==> src/rtl/uart_txg_pkg.sv <==
package uart_txg_pkg;

  typedef enum logic [1:0] {
    SH_IDLE = 2'd0,
    SH_ARM  = 2'd1,
    SH_SEND = 2'd2
  } sh_state_e;

  localparam int STAT_W         = 8;
  localparam int STAT_EMPTY_BIT = 6;

endpackage

==> src/rtl/txg_hold_buf.sv <==
module txg_hold_buf #(
  parameter int DATA_W = 8
) (
  input  logic              clk,
  input  logic              rst,
  input  logic              wr_en,
  input  logic [DATA_W-1:0] wr_data,
  input  logic              load,
  output logic [DATA_W-1:0] hold_data,
  output logic              hold_full,
  output logic              hold_empty,
  output logic              irq
);

  logic full_d;

  // a write always wins: with a simultaneous load the register refills
  always_comb begin
    if (wr_en)     full_d = 1'b1;
    else if (load) full_d = 1'b0;
    else           full_d = hold_full;
  end

  always_ff @(posedge clk) begin
    if (rst) begin
      hold_data  <= '0;
      hold_full  <= 1'b0;
      hold_empty <= 1'b1;
      irq        <= 1'b1;
    end else begin
      if (wr_en) hold_data <= wr_data;
      hold_full  <= full_d;
      hold_empty <= ~full_d;
      if (wr_en)     irq <= 1'b0;
      else if (load) irq <= 1'b1;
    end
  end

  p_write_clears_r10: assert property (@(posedge clk) disable iff (rst)
    wr_en |=> (!hold_empty && !irq));

  p_irq_tracks_empty_r10: assert property (@(posedge clk) disable iff (rst)
    irq == hold_empty);

  p_load_needs_full_r12: assert property (@(posedge clk) disable iff (rst)
    load |-> hold_full);

endmodule

==> src/rtl/txg_launch.sv <==
module txg_launch #(
  parameter int OVERSAMPLE  = 16,
  parameter int LOAD_TICKS  = 4,
  parameter int CUTOFF_TICK = 12,
  parameter int XFER_TICK   = 15,
  localparam int TCW = $clog2(OVERSAMPLE),
  localparam int LCW = $clog2(LOAD_TICKS + 1)
) (
  input  logic           clk,
  input  logic           rst,
  input  logic           tick,
  input  logic           hold_full,
  input  logic           cts_n,
  input  logic           sh_idle,
  input  logic           in_stop,
  input  logic [TCW-1:0] tick_pos,
  output logic           load
);

  localparam logic [LCW-1:0] LD_LAST  = LCW'(LOAD_TICKS - 1);
  localparam logic [TCW-1:0] CUT_POS  = TCW'(CUTOFF_TICK - 1);
  localparam logic [TCW-1:0] XFER_POS = TCW'(XFER_TICK - 1);

  logic [LCW-1:0] idle_cnt;
  logic           eligible;
  logic           idle_go;
  logic           load_idle;
  logic           load_b2b;

  assign idle_go   = hold_full && !cts_n && sh_idle;
  assign load_idle = idle_go && tick && (idle_cnt == LD_LAST);
  assign load_b2b  = in_stop && tick && (tick_pos == XFER_POS) && eligible && hold_full;
  assign load      = load_idle || load_b2b;

  always_ff @(posedge clk) begin
    if (rst) begin
      idle_cnt <= '0;
      eligible <= 1'b0;
    end else begin
      // idle latency: count ticks while a character waits and sending is allowed
      if (!idle_go)
        idle_cnt <= '0;
      else if (tick)
        idle_cnt <= (idle_cnt == LD_LAST) ? '0 : idle_cnt + 1'b1;
      // back-to-back decision frozen at the cutoff tick of the stop bit
      if (!in_stop)
        eligible <= 1'b0;
      else if (tick && (tick_pos == CUT_POS))
        eligible <= hold_full && !cts_n;
    end
  end

  p_b2b_after_cutoff_r8: assert property (@(posedge clk) disable iff (rst)
    (in_stop && tick && (tick_pos == CUT_POS) && (!hold_full || cts_n)) |=> !eligible);

endmodule

==> src/rtl/txg_shifter.sv <==
module txg_shifter
  import uart_txg_pkg::*;
#(
  parameter int DATA_W     = 8,
  parameter int OVERSAMPLE = 16,
  localparam int TCW = $clog2(OVERSAMPLE),
  localparam int BIW = $clog2(DATA_W + 2)
) (
  input  logic              clk,
  input  logic              rst,
  input  logic              tick,
  input  logic              load,
  input  logic [DATA_W-1:0] load_data,
  output logic              txd,
  output logic              sh_idle,
  output logic              in_stop,
  output logic [TCW-1:0]    tick_pos
);

  localparam logic [TCW-1:0] TC_LAST  = TCW'(OVERSAMPLE - 1);
  localparam logic [BIW-1:0] STOP_IDX = BIW'(DATA_W + 1);
  localparam logic [BIW-1:0] DATA_END = BIW'(DATA_W);

  sh_state_e         state_q;
  logic [TCW-1:0]    tick_cnt;
  logic [BIW-1:0]    bit_idx;
  logic [DATA_W-1:0] data_q;
  logic [DATA_W-1:0] shr_q;
  logic              pend_q;

  assign sh_idle  = (state_q == SH_IDLE);
  assign in_stop  = (state_q == SH_SEND) && (bit_idx == STOP_IDX);
  assign tick_pos = tick_cnt;

  always_ff @(posedge clk) begin
    if (rst) begin
      state_q  <= SH_IDLE;
      tick_cnt <= '0;
      bit_idx  <= '0;
      data_q   <= '0;
      shr_q    <= '0;
      pend_q   <= 1'b0;
      txd      <= 1'b1;
    end else begin
      case (state_q)
        SH_ARM: begin
          if (tick) begin
            state_q  <= SH_SEND;
            tick_cnt <= '0;
            bit_idx  <= '0;
            shr_q    <= data_q;
            pend_q   <= 1'b0;
            txd      <= 1'b0;
          end
        end
        SH_SEND: begin
          if (tick) begin
            if (tick_cnt == TC_LAST) begin
              tick_cnt <= '0;
              if (bit_idx == STOP_IDX) begin
                if (pend_q) begin
                  bit_idx <= '0;
                  shr_q   <= data_q;
                  pend_q  <= 1'b0;
                  txd     <= 1'b0;
                end else begin
                  state_q <= SH_IDLE;
                  txd     <= 1'b1;
                end
              end else begin
                bit_idx <= bit_idx + 1'b1;
                if (bit_idx < DATA_END) begin
                  txd   <= shr_q[0];
                  shr_q <= shr_q >> 1;
                end else begin
                  txd <= 1'b1;
                end
              end
            end else begin
              tick_cnt <= tick_cnt + 1'b1;
            end
          end
        end
        default: begin
          txd <= 1'b1;
        end
      endcase
      // a move from the holding register parks the byte until its start bit
      if (load) begin
        data_q <= load_data;
        pend_q <= 1'b1;
        if (state_q == SH_IDLE) state_q <= SH_ARM;
      end
    end
  end

  p_idle_line_high_r2: assert property (@(posedge clk) disable iff (rst)
    (state_q == SH_IDLE) |-> txd);

  p_start_low_r2: assert property (@(posedge clk) disable iff (rst)
    ((state_q == SH_SEND) && (bit_idx == '0)) |-> !txd);

  p_stop_high_r2: assert property (@(posedge clk) disable iff (rst)
    in_stop |-> txd);

  p_load_only_in_stop_r4: assert property (@(posedge clk) disable iff (rst)
    load |-> ((state_q == SH_IDLE) || in_stop));

endmodule

==> src/rtl/uart_tx_gated.sv <==
module uart_tx_gated
  import uart_txg_pkg::*;
#(
  parameter int DATA_W      = 8,
  parameter int OVERSAMPLE  = 16,
  parameter int LOAD_TICKS  = 4,
  parameter int CUTOFF_TICK = 12,
  parameter int XFER_TICK   = 15
) (
  input  logic              clk,
  input  logic              rst,
  input  logic              baud_tick,
  input  logic              wr_en,
  input  logic [DATA_W-1:0] wr_data,
  input  logic              cts_n,
  output logic              txd,
  output logic              hold_empty,
  output logic              irq,
  output logic [STAT_W-1:0] status
);

  localparam int TCW = $clog2(OVERSAMPLE);

  logic [DATA_W-1:0] hold_data;
  logic              hold_full;
  logic              load;
  logic              sh_idle;
  logic              in_stop;
  logic [TCW-1:0]    tick_pos;

  txg_hold_buf #(.DATA_W(DATA_W)) u_hold (
    .clk        (clk),
    .rst        (rst),
    .wr_en      (wr_en),
    .wr_data    (wr_data),
    .load       (load),
    .hold_data  (hold_data),
    .hold_full  (hold_full),
    .hold_empty (hold_empty),
    .irq        (irq)
  );

  txg_launch #(
    .OVERSAMPLE  (OVERSAMPLE),
    .LOAD_TICKS  (LOAD_TICKS),
    .CUTOFF_TICK (CUTOFF_TICK),
    .XFER_TICK   (XFER_TICK)
  ) u_launch (
    .clk       (clk),
    .rst       (rst),
    .tick      (baud_tick),
    .hold_full (hold_full),
    .cts_n     (cts_n),
    .sh_idle   (sh_idle),
    .in_stop   (in_stop),
    .tick_pos  (tick_pos),
    .load      (load)
  );

  txg_shifter #(
    .DATA_W     (DATA_W),
    .OVERSAMPLE (OVERSAMPLE)
  ) u_shift (
    .clk       (clk),
    .rst       (rst),
    .tick      (baud_tick),
    .load      (load),
    .load_data (hold_data),
    .txd       (txd),
    .sh_idle   (sh_idle),
    .in_stop   (in_stop),
    .tick_pos  (tick_pos)
  );

  always_comb begin
    status                 = '0;
    status[STAT_EMPTY_BIT] = hold_empty;
  end

  p_gated_line_r6: assert property (@(posedge clk) disable iff (rst)
    (sh_idle && cts_n && hold_full) |=> (txd && !hold_empty));

endmodule

==> config.mk <==
export PLATFORM = sky130hd
export DESIGN_NAME = uart_tx_gated
export DESIGN_NICKNAME = d
export VERILOG_FILES = /design/src/rtl/uart_txg_pkg.sv /design/src/rtl/txg_hold_buf.sv /design/src/rtl/txg_launch.sv /design/src/rtl/txg_shifter.sv /design/src/rtl/uart_tx_gated.sv
export SDC_FILE = /design/constraint.sdc
export NUM_CORES = 1
export LEC_CHECK = 0
export CORE_MARGIN = 4
export CORE_UTILIZATION = 60
export CTS_CLUSTER_SIZE = 20
export DETAILED_ROUTE_END_ITERATION = 6
export DONT_BUFFER_PORTS = 1
export PLACE_DENSITY = 0.76
export SLEW_MARGIN = 5
export SYNTH_ARGS = -nofsm -noshare
export SYNTH_HDL_FRONTEND = slang
export SYNTH_HIERARCHICAL = 1
export SYNTH_SLANG_ARGS = --single-unit
==> constraint.sdc <==
create_clock -name clk -period 2.72 [get_ports clk]
set_clock_uncertainty 0.15 [all_clocks]
set_input_delay 0.68 -clock clk [delete_from_list [all_inputs] [get_ports clk]]
set_output_delay 0.68 -clock clk [all_outputs]
set_load 0.02 [all_outputs]
* Word-level counts from Yosys, hierarchy flattened *
Index checks and enable logic that the tools add are counted.

storage, ports and cells
  word-level logic and storage cells = 100
  bits of input ports = 13
  flip-flop bits (word level) = 43
  output and inout bits = 11

operators by class
  muxes and demuxes = 41
  add/subtract/negate cells = 3
  $lt $le $gt $ge = 1
  eq/ne operators = 16
  bitwise logic cells = 3
  reductions and logical operators = 23

operators with widths
  operator                                                          count
  8-bit 2-to-1 mux                                                  6
  4-bit 2-to-1 mux                                                  7
  4-bit == test (second input constant)                             4
  4-bit case mux with 2 select lines                                2
  8-bit case mux with 2 select lines                                1
  3-bit != test (second input constant)                             5
  1-bit 2-to-1 mux                                                  14
  2-bit 2-to-1 mux                                                  7
  1-bit logical AND                                                 10
  5-bit AND reduction                                               2
  4-bit by 1-bit adder with 4-bit output (second input constant)    2
  2-bit != test (second input constant)                             3
  3-bit AND reduction                                               2
  6-bit AND reduction                                               1
  4-bit less-than comparator (second input constant)                1
  1-bit case mux with 2 select lines                                2
  2-bit case mux with 2 select lines                                1
  2-bit nonzero test                                                2
  2-bit OR reduction                                                2
  3-bit by 1-bit adder with 3-bit output (second input constant)    1
  3-bit by 2-bit == test with 1-bit output (second input constant)  1
  3-bit 2-to-1 mux                                                  1
  3-bit by 2-bit != test with 1-bit output (second input constant)  1
  1-bit NOT                                                         3
  6 further kinds                                                   6

* Depth between registers and ports, before layout *
  word-level depth = 10
  mapped depth = 10
  depth with buffers taken out = 8

* Modules after synthesis *
The synthesis kept the hierarchy.

modules (own cells, without submodules)
  module         seq. area each (µm²)  instances  cells each  area an instance (µm²)
  txg_shifter    560.5                 1          152         1430.1
  txg_hold_buf   220.2                 1          34          381.6
  txg_launch     80.1                  1          24          220.2
  uart_tx_gated  0.0                   1          9           63.8

* Worst setup path before layout *
No wires, ideal clock.

  kind = reg-to-reg
  start = register u_shift.state_q[0]
  end = register u_shift.data_q[0]
  clock period less this slack = 2246 ps
  buffers on the path = 2
  cell stages (with the launch flop) = 11
  arrival time = 1969 ps
  data required time = 2442 ps
  setup time = 128 ps
  slack = 474 ps
  cell sequence = dfxtp_1 inv_1 ha_1 clkbuf_8 inv_1 nor2_1 nor4bb_1 o21a_1 clkbuf_1 mux2i_1 nor2_1

on the way
  cells in the longest elaborated chain, start to end = 7
  elaborated cells between the ends (all ways) = 11
  those cells by class = eq/ne: 1; reduce/logical: 10

RTL lines
  what                            line                 text
  start, declared                 txg_shifter.sv:24    sh_state_e state_q;
  start signal, assigned          txg_shifter.sv:37    state_q <= SH_IDLE;
  start signal, assigned          txg_shifter.sv:48    state_q <= SH_SEND;
  start signal, assigned          txg_shifter.sv:67    state_q <= SH_IDLE;
  2-bit == test                   txg_shifter.sv:32    assign in_stop = (state_q == SH_SEND) && (bit_idx == STOP_IDX);
  1-bit logical AND               txg_shifter.sv:32
  named net in_stop               uart_tx_gated.sv:28  logic in_stop;
  1-bit logical AND (4 in a row)  txg_launch.sv:32     assign load_b2b = in_stop && tick && (tick_pos == XFER_POS) && eligible && hold_full;
  1-bit logical OR                txg_launch.sv:33     assign load = load_idle || load_b2b;
  named net load                  uart_tx_gated.sv:26  logic load;
  end signal, assigned            txg_shifter.sv:90    data_q <= load_data;
  end, declared                   txg_shifter.sv:27    logic [DATA_W-1:0] data_q;

The timed path passes the listed nets, and every way through them passes these cells.
A chain may end at the register's enable or synchronous reset.

* Worst setup path in the final report *
  start = register u_shift.state_q[0]
  end = register u_hold.hold_full

on the way
  cells in the longest elaborated chain, start to end = 9
  elaborated cells between the ends (all ways) = 13
  those cells by class = eq/ne: 1; mux: 2; reduce/logical: 10

RTL lines
  what                            line                 text
  2-bit == test                   txg_shifter.sv:32
  1-bit logical AND               txg_shifter.sv:32
  named net in_stop               uart_tx_gated.sv:28
  1-bit logical AND (4 in a row)  txg_launch.sv:32
  1-bit logical OR                txg_launch.sv:33
  named net load                  uart_tx_gated.sv:26
  1-bit 2-to-1 mux                txg_hold_buf.sv:20   else if (load) full_d = 1'b0;
  1-bit 2-to-1 mux                txg_hold_buf.sv:19   if (wr_en) full_d = 1'b1;
  end signal, assigned            txg_hold_buf.sv:32   hold_full <= full_d;
  end, declared                   txg_hold_buf.sv:10   output logic hold_full,

The timed path passes the listed nets, and every way through them passes these cells.

==> qor.txt <==
OUTCOME
------------------------------------------------------------------------------------
Outcome                                                                 finished clean

CLOCK NETWORK
------------------------------------------------------------------------------------
Resize count post-CTS                                                              0
TritonCTS Sinks                                                                   43
Worst-skew pair later-pin latency                                            0.37 ns
Reg clk slew, reported paths                                                 0.13 ns
# H-tree levels                                                                    2
TritonCTS clock tree                                                             yes
Root buffer cell                                                        sky130_fd_sc_hd__clkbuf_4
Longest Clk Path Bufs                                                              2
Clock buffers created by TritonCTS                                                 5
CTS Hold Buffers Added                                                             0
Post-CTS setup buffer count                                                        0

SYNTH
------------------------------------------------------------------------------------
Top flip-flop cell by instance count after synthesis                    sky130_fd_sc_hd__dfxtp_1
Flip-flop and latch count after synthesis                                         43
Syn avg cell area                                                           9.57 µm²
Netlist cell types                                                                49
Area of the mapped netlist                                                  2100 µm²
Syn. warnings                                                                      6
Number of enable flip-flop cells after synthesis                                   0
Count of mapped cells out of synthesis                                           219
Share of synthesized area occupied by flip-flops and latches                   0.411
Proportion of synthesized flip-flops having asynchronous set or reset              0

DIE
------------------------------------------------------------------------------------
Placeable Area                                                              3360 µm²
Overall die height                                                           67.1 µm
Num ports                                                                         24
Floorplan die area                                                          4500 µm²
Initial core utilization                                                       0.623
Die outline width                                                            67.1 µm
Rows                                                                              21

DETAILED ROUTING
------------------------------------------------------------------------------------
Mean number of vias per cell                                                    5.73
Drt drc                                                                            0
Number of iterations in the first detailed-routing pass                            4
Routed Wire Length                                                           3710 µm
DRT antenna net count                                                              0
Via count                                                                      1,495
Initial drt markers                                                              118
Wire length per cell                                                         14.2 µm

CRITICAL PATH
------------------------------------------------------------------------------------
Critical path's slowest cell                                            sky130_fd_sc_hd__ha_1
Type of the worst setup path                                            flop to flop
Kind of cell adding the most delay to the critical path                 buffers and inverters
Largest incremental delay on the critical path                               0.42 ns
Launching element of the worst setup path                               u_shift/state_q[0]
Critical R2R Launch                                                     u_shift/state_q[0]
Cell type with the highest occurrence count on the critical path        sky130_fd_sc_hd__inv_1
Critical path startpoint category                                               flop
Critical path peak fanout                                                         13
Cells along the critical path                                           inv_1 > ha_1 > inv_1 > nor2_1 > nor4bb_1 > o21a_1 > buf_4 > nor2b_1 > o21ba_2
Buffers and inverters on the worst path                                            3
Required arrival time at the worst endpoint                                  2.84 ns
Element type at the critical path end                                           flop
CP Data Arrival Time                                                         2.42 ns

WORST HOLD PATH
------------------------------------------------------------------------------------
Launch instance of the worst min-delay path                                      rst
Tightest Hold Check Type                                                input pin to flop

GLOBAL ROUTE
------------------------------------------------------------------------------------
Gr busiest metal                                                                met2
Met3 capacity usage during global routing                                     0.0573
Total Routing Usage GR                                                         0.180
Number of antenna violations at the first check in global routing                  0
Maximum number of pins on one net before global-route repair                      54
Via count of the first global-routing pass                                     1,395
Sum of overflow across all layers after global routing                             0
GRT met1 Usage                                                                 0.207
Global routing usage on met2                                                   0.307
Wire length of the first global-routing pass                                 6070 µm

TIMING
------------------------------------------------------------------------------------
Number of hold violations in the final report                                      0
Final worst path period share                                                  0.846
Worst slew pin tran                                                         0.690 ns
Number of pins with negative max-slew slack in the final report                    0
Worst rel slew slack                                                           0.540
Setup repair after global routing missed its margin                               no
Post-Route Hold Slack                                                       0.221 ns
Fmax                                                                       0.434 GHz
Setup violators final                                                              0
Setup tns final                                                                 0 ns
Period minus WS final                                                        2.30 ns

FINISH
------------------------------------------------------------------------------------
Area of all placed cells without fillers                                    2110 µm²
Layout-stage area growth over the synthesis result                            0.657%
Fill cell count                                                                  294
Fraction of layout cells with a size suffix above 1                           0.0698
Antenna cell count                                                                 0
Final #Nets                                                                      234

POWER
------------------------------------------------------------------------------------
Leakage                                                                     0.727 nW
Power Dens Cells                                                          476 nW/µm²
Worst IR drop on VDD                                                          302 µV

PLACEMENT
------------------------------------------------------------------------------------
Count of buffers from port buffering                                               0
Placed cell area                                                            2050 µm²
Routability congestion estimate from global placement                          0.853
Final HPWL from detailed placement                                           2590 µm

JOB
------------------------------------------------------------------------------------
Number of maximum-capacitance violations                                           0

[cells in the mapped netlist (2+ instances only)]
master	instances	area (µm²)
sky130_fd_sc_hd__buf_2	2	10.0
sky130_fd_sc_hd__and2b_2	2	17.5
sky130_fd_sc_hd__buf_6	3	33.8
sky130_fd_sc_hd__nand3_1	4	20.0
sky130_fd_sc_hd__a21oi_1	7	35.0
sky130_fd_sc_hd__nand4_1	2	12.5
sky130_fd_sc_hd__dfxtp_1	43	861
sky130_fd_sc_hd__o21ai_1	2	10.0
sky130_fd_sc_hd__nor3_1	3	15.0
sky130_fd_sc_hd__nor2_1	26	97.6
sky130_fd_sc_hd__a31oi_1	3	18.8
sky130_fd_sc_hd__ha_1	7	87.6
sky130_fd_sc_hd__o31ai_1	8	60.1
sky130_fd_sc_hd__buf_4	8	60.1
sky130_fd_sc_hd__nand2b_1	4	25.0
sky130_fd_sc_hd__nand3b_1	11	82.6
sky130_fd_sc_hd__clkbuf_1	5	18.8
sky130_fd_sc_hd__o21a_1	2	15.0
sky130_fd_sc_hd__o21bai_1	2	15.0
sky130_fd_sc_hd__nor2b_1	3	18.8
sky130_fd_sc_hd__nand2_1	4	15.0
sky130_fd_sc_hd__a211oi_1	3	22.5
sky130_fd_sc_hd__o21ai_0	7	35.0
sky130_fd_sc_hd__mux2i_1	24	240
sky130_fd_sc_hd__inv_1	9	33.8
sky130_fd_sc_hd__nor4bb_1	2	20.0
[final timing paths]
check                    endpoint  slack (ns)  depth (start not counted)
min           u_hold/hold_data[0]        0.22                          1
max reg2reg      u_hold/hold_full        0.42                          9
max              u_hold/hold_full        0.42                          9
min reg2reg  u_launch/idle_cnt[2]        0.32                          2
[final cells by class]
cell class | count | area (µm²) | share of cell area
clock inverters | 3 | 25.0 | 0.0119
well taps | 46 | 57.6 | 0.0273
inverters | 9 | 33.8 | 0.0160
flip-flops and latches | 43 | 861 | 0.408
clock buffers | 5 | 37.5 | 0.0178
repair buffers | 1 | 7.51 | 0.00356
multi-input cells | 154 | 1090 | 0.515
[placed cells by master (no fill, tap or decap), types with 2 or more instances in the layout]
cell type / synthesis / final
sky130_fd_sc_hd__dfxtp_1: 43 / 43
sky130_fd_sc_hd__nor2_1: 26 / 26
sky130_fd_sc_hd__mux2i_1: 24 / 24
sky130_fd_sc_hd__nand3b_1: 11 / 11
sky130_fd_sc_hd__inv_1: 9 / 9
sky130_fd_sc_hd__o31ai_1: 8 / 8
sky130_fd_sc_hd__conb_1: 1 / 7
sky130_fd_sc_hd__o21ai_0: 7 / 7
sky130_fd_sc_hd__a21oi_1: 7 / 7
sky130_fd_sc_hd__ha_1: 7 / 7
sky130_fd_sc_hd__clkbuf_4: 0 / 5
sky130_fd_sc_hd__nand2b_1: 4 / 4
sky130_fd_sc_hd__nand2_1: 4 / 4
sky130_fd_sc_hd__nand3_1: 4 / 4
sky130_fd_sc_hd__nor2b_1: 3 / 3
sky130_fd_sc_hd__a31oi_1: 3 / 3
sky130_fd_sc_hd__nor3_1: 3 / 3
sky130_fd_sc_hd__a211oi_1: 3 / 3
sky130_fd_sc_hd__clkinv_4: 0 / 2
sky130_fd_sc_hd__o21bai_1: 2 / 2
sky130_fd_sc_hd__nand4_1: 2 / 2
sky130_fd_sc_hd__nor4bb_1: 2 / 2
sky130_fd_sc_hd__o21a_1: 2 / 2
sky130_fd_sc_hd__and2b_2: 2 / 2
sky130_fd_sc_hd__o21ai_1: 2 / 2
[power by group]
group,leakage (nW),internal (mW),switching [mW],total (mW)
Clock,0.0314,0.104,0.219,0.323
Combinational,0.346,0.0150,0.0152,0.0302
Sequential,0.349,0.640,0.00997,0.650
Total,0.727,0.759,0.244,1.00
[kinds of logic (layout without fill, tap and decap cells)]
kind of cell	after synthesis	after routing	synth area share
buf+inv	28	18	0.0812
mux	24	24	0.115
flops	43	43	0.411
fa+ha+maj	7	7	0.0418
xor+xnor	1	1	0.00418
compound gates	43	43	0.140
other cells	1	7	0.00179
simple gates	72	72	0.205
[metal layers]
layer  routed length (µm)  share of wire  vias to the layer above
met3                  170          0.046                        8
met4                   56          0.015                        0
met1                 1590           0.43                      687
met5                    0              0                        -
li1                     -              -                      760
met2                 1900           0.51                       40
[stage by stage]
step / std cells / utilization / setup slack, ns / power, mW
floorplan: 225 / - / 0.474 / 0.714
global placement: 253 / 0.609 / 0.553 / 0.693
detailed placement: 253 / 0.609 / 0.450 / 0.695
CTS: 261 / 0.627 / 0.433 / 1.02
global route: 261 / 0.627 / 0.196 / 1.04
finish: 261 / 0.627 / 0.418 / 1.00
[worst register-to-register path, delay by kind of cell (launching register included)]
| family | cells | cell delay, ns |
|---|---|---|
| AOI/OAI and AO/OA | 2 | 0.33 |
| adders and majority gates | 1 | 0.42 |
| buffers and inverters | 3 | 0.49 |
| DFF | 1 | 0.35 |
| and+or+nand+nor | 3 | 0.47 |
[sequential cells by signal, indices dropped and copies added (netlist names), 2 cells and up]
name	cells
u_shift/bit_idx	4
u_hold/hold_data	8
u_launch/idle_cnt	3
u_shift/state_q	2
u_shift/data_q	8
u_shift/shr_q	8
u_shift/tick_pos	4
(Power assumes the default switching activity.)
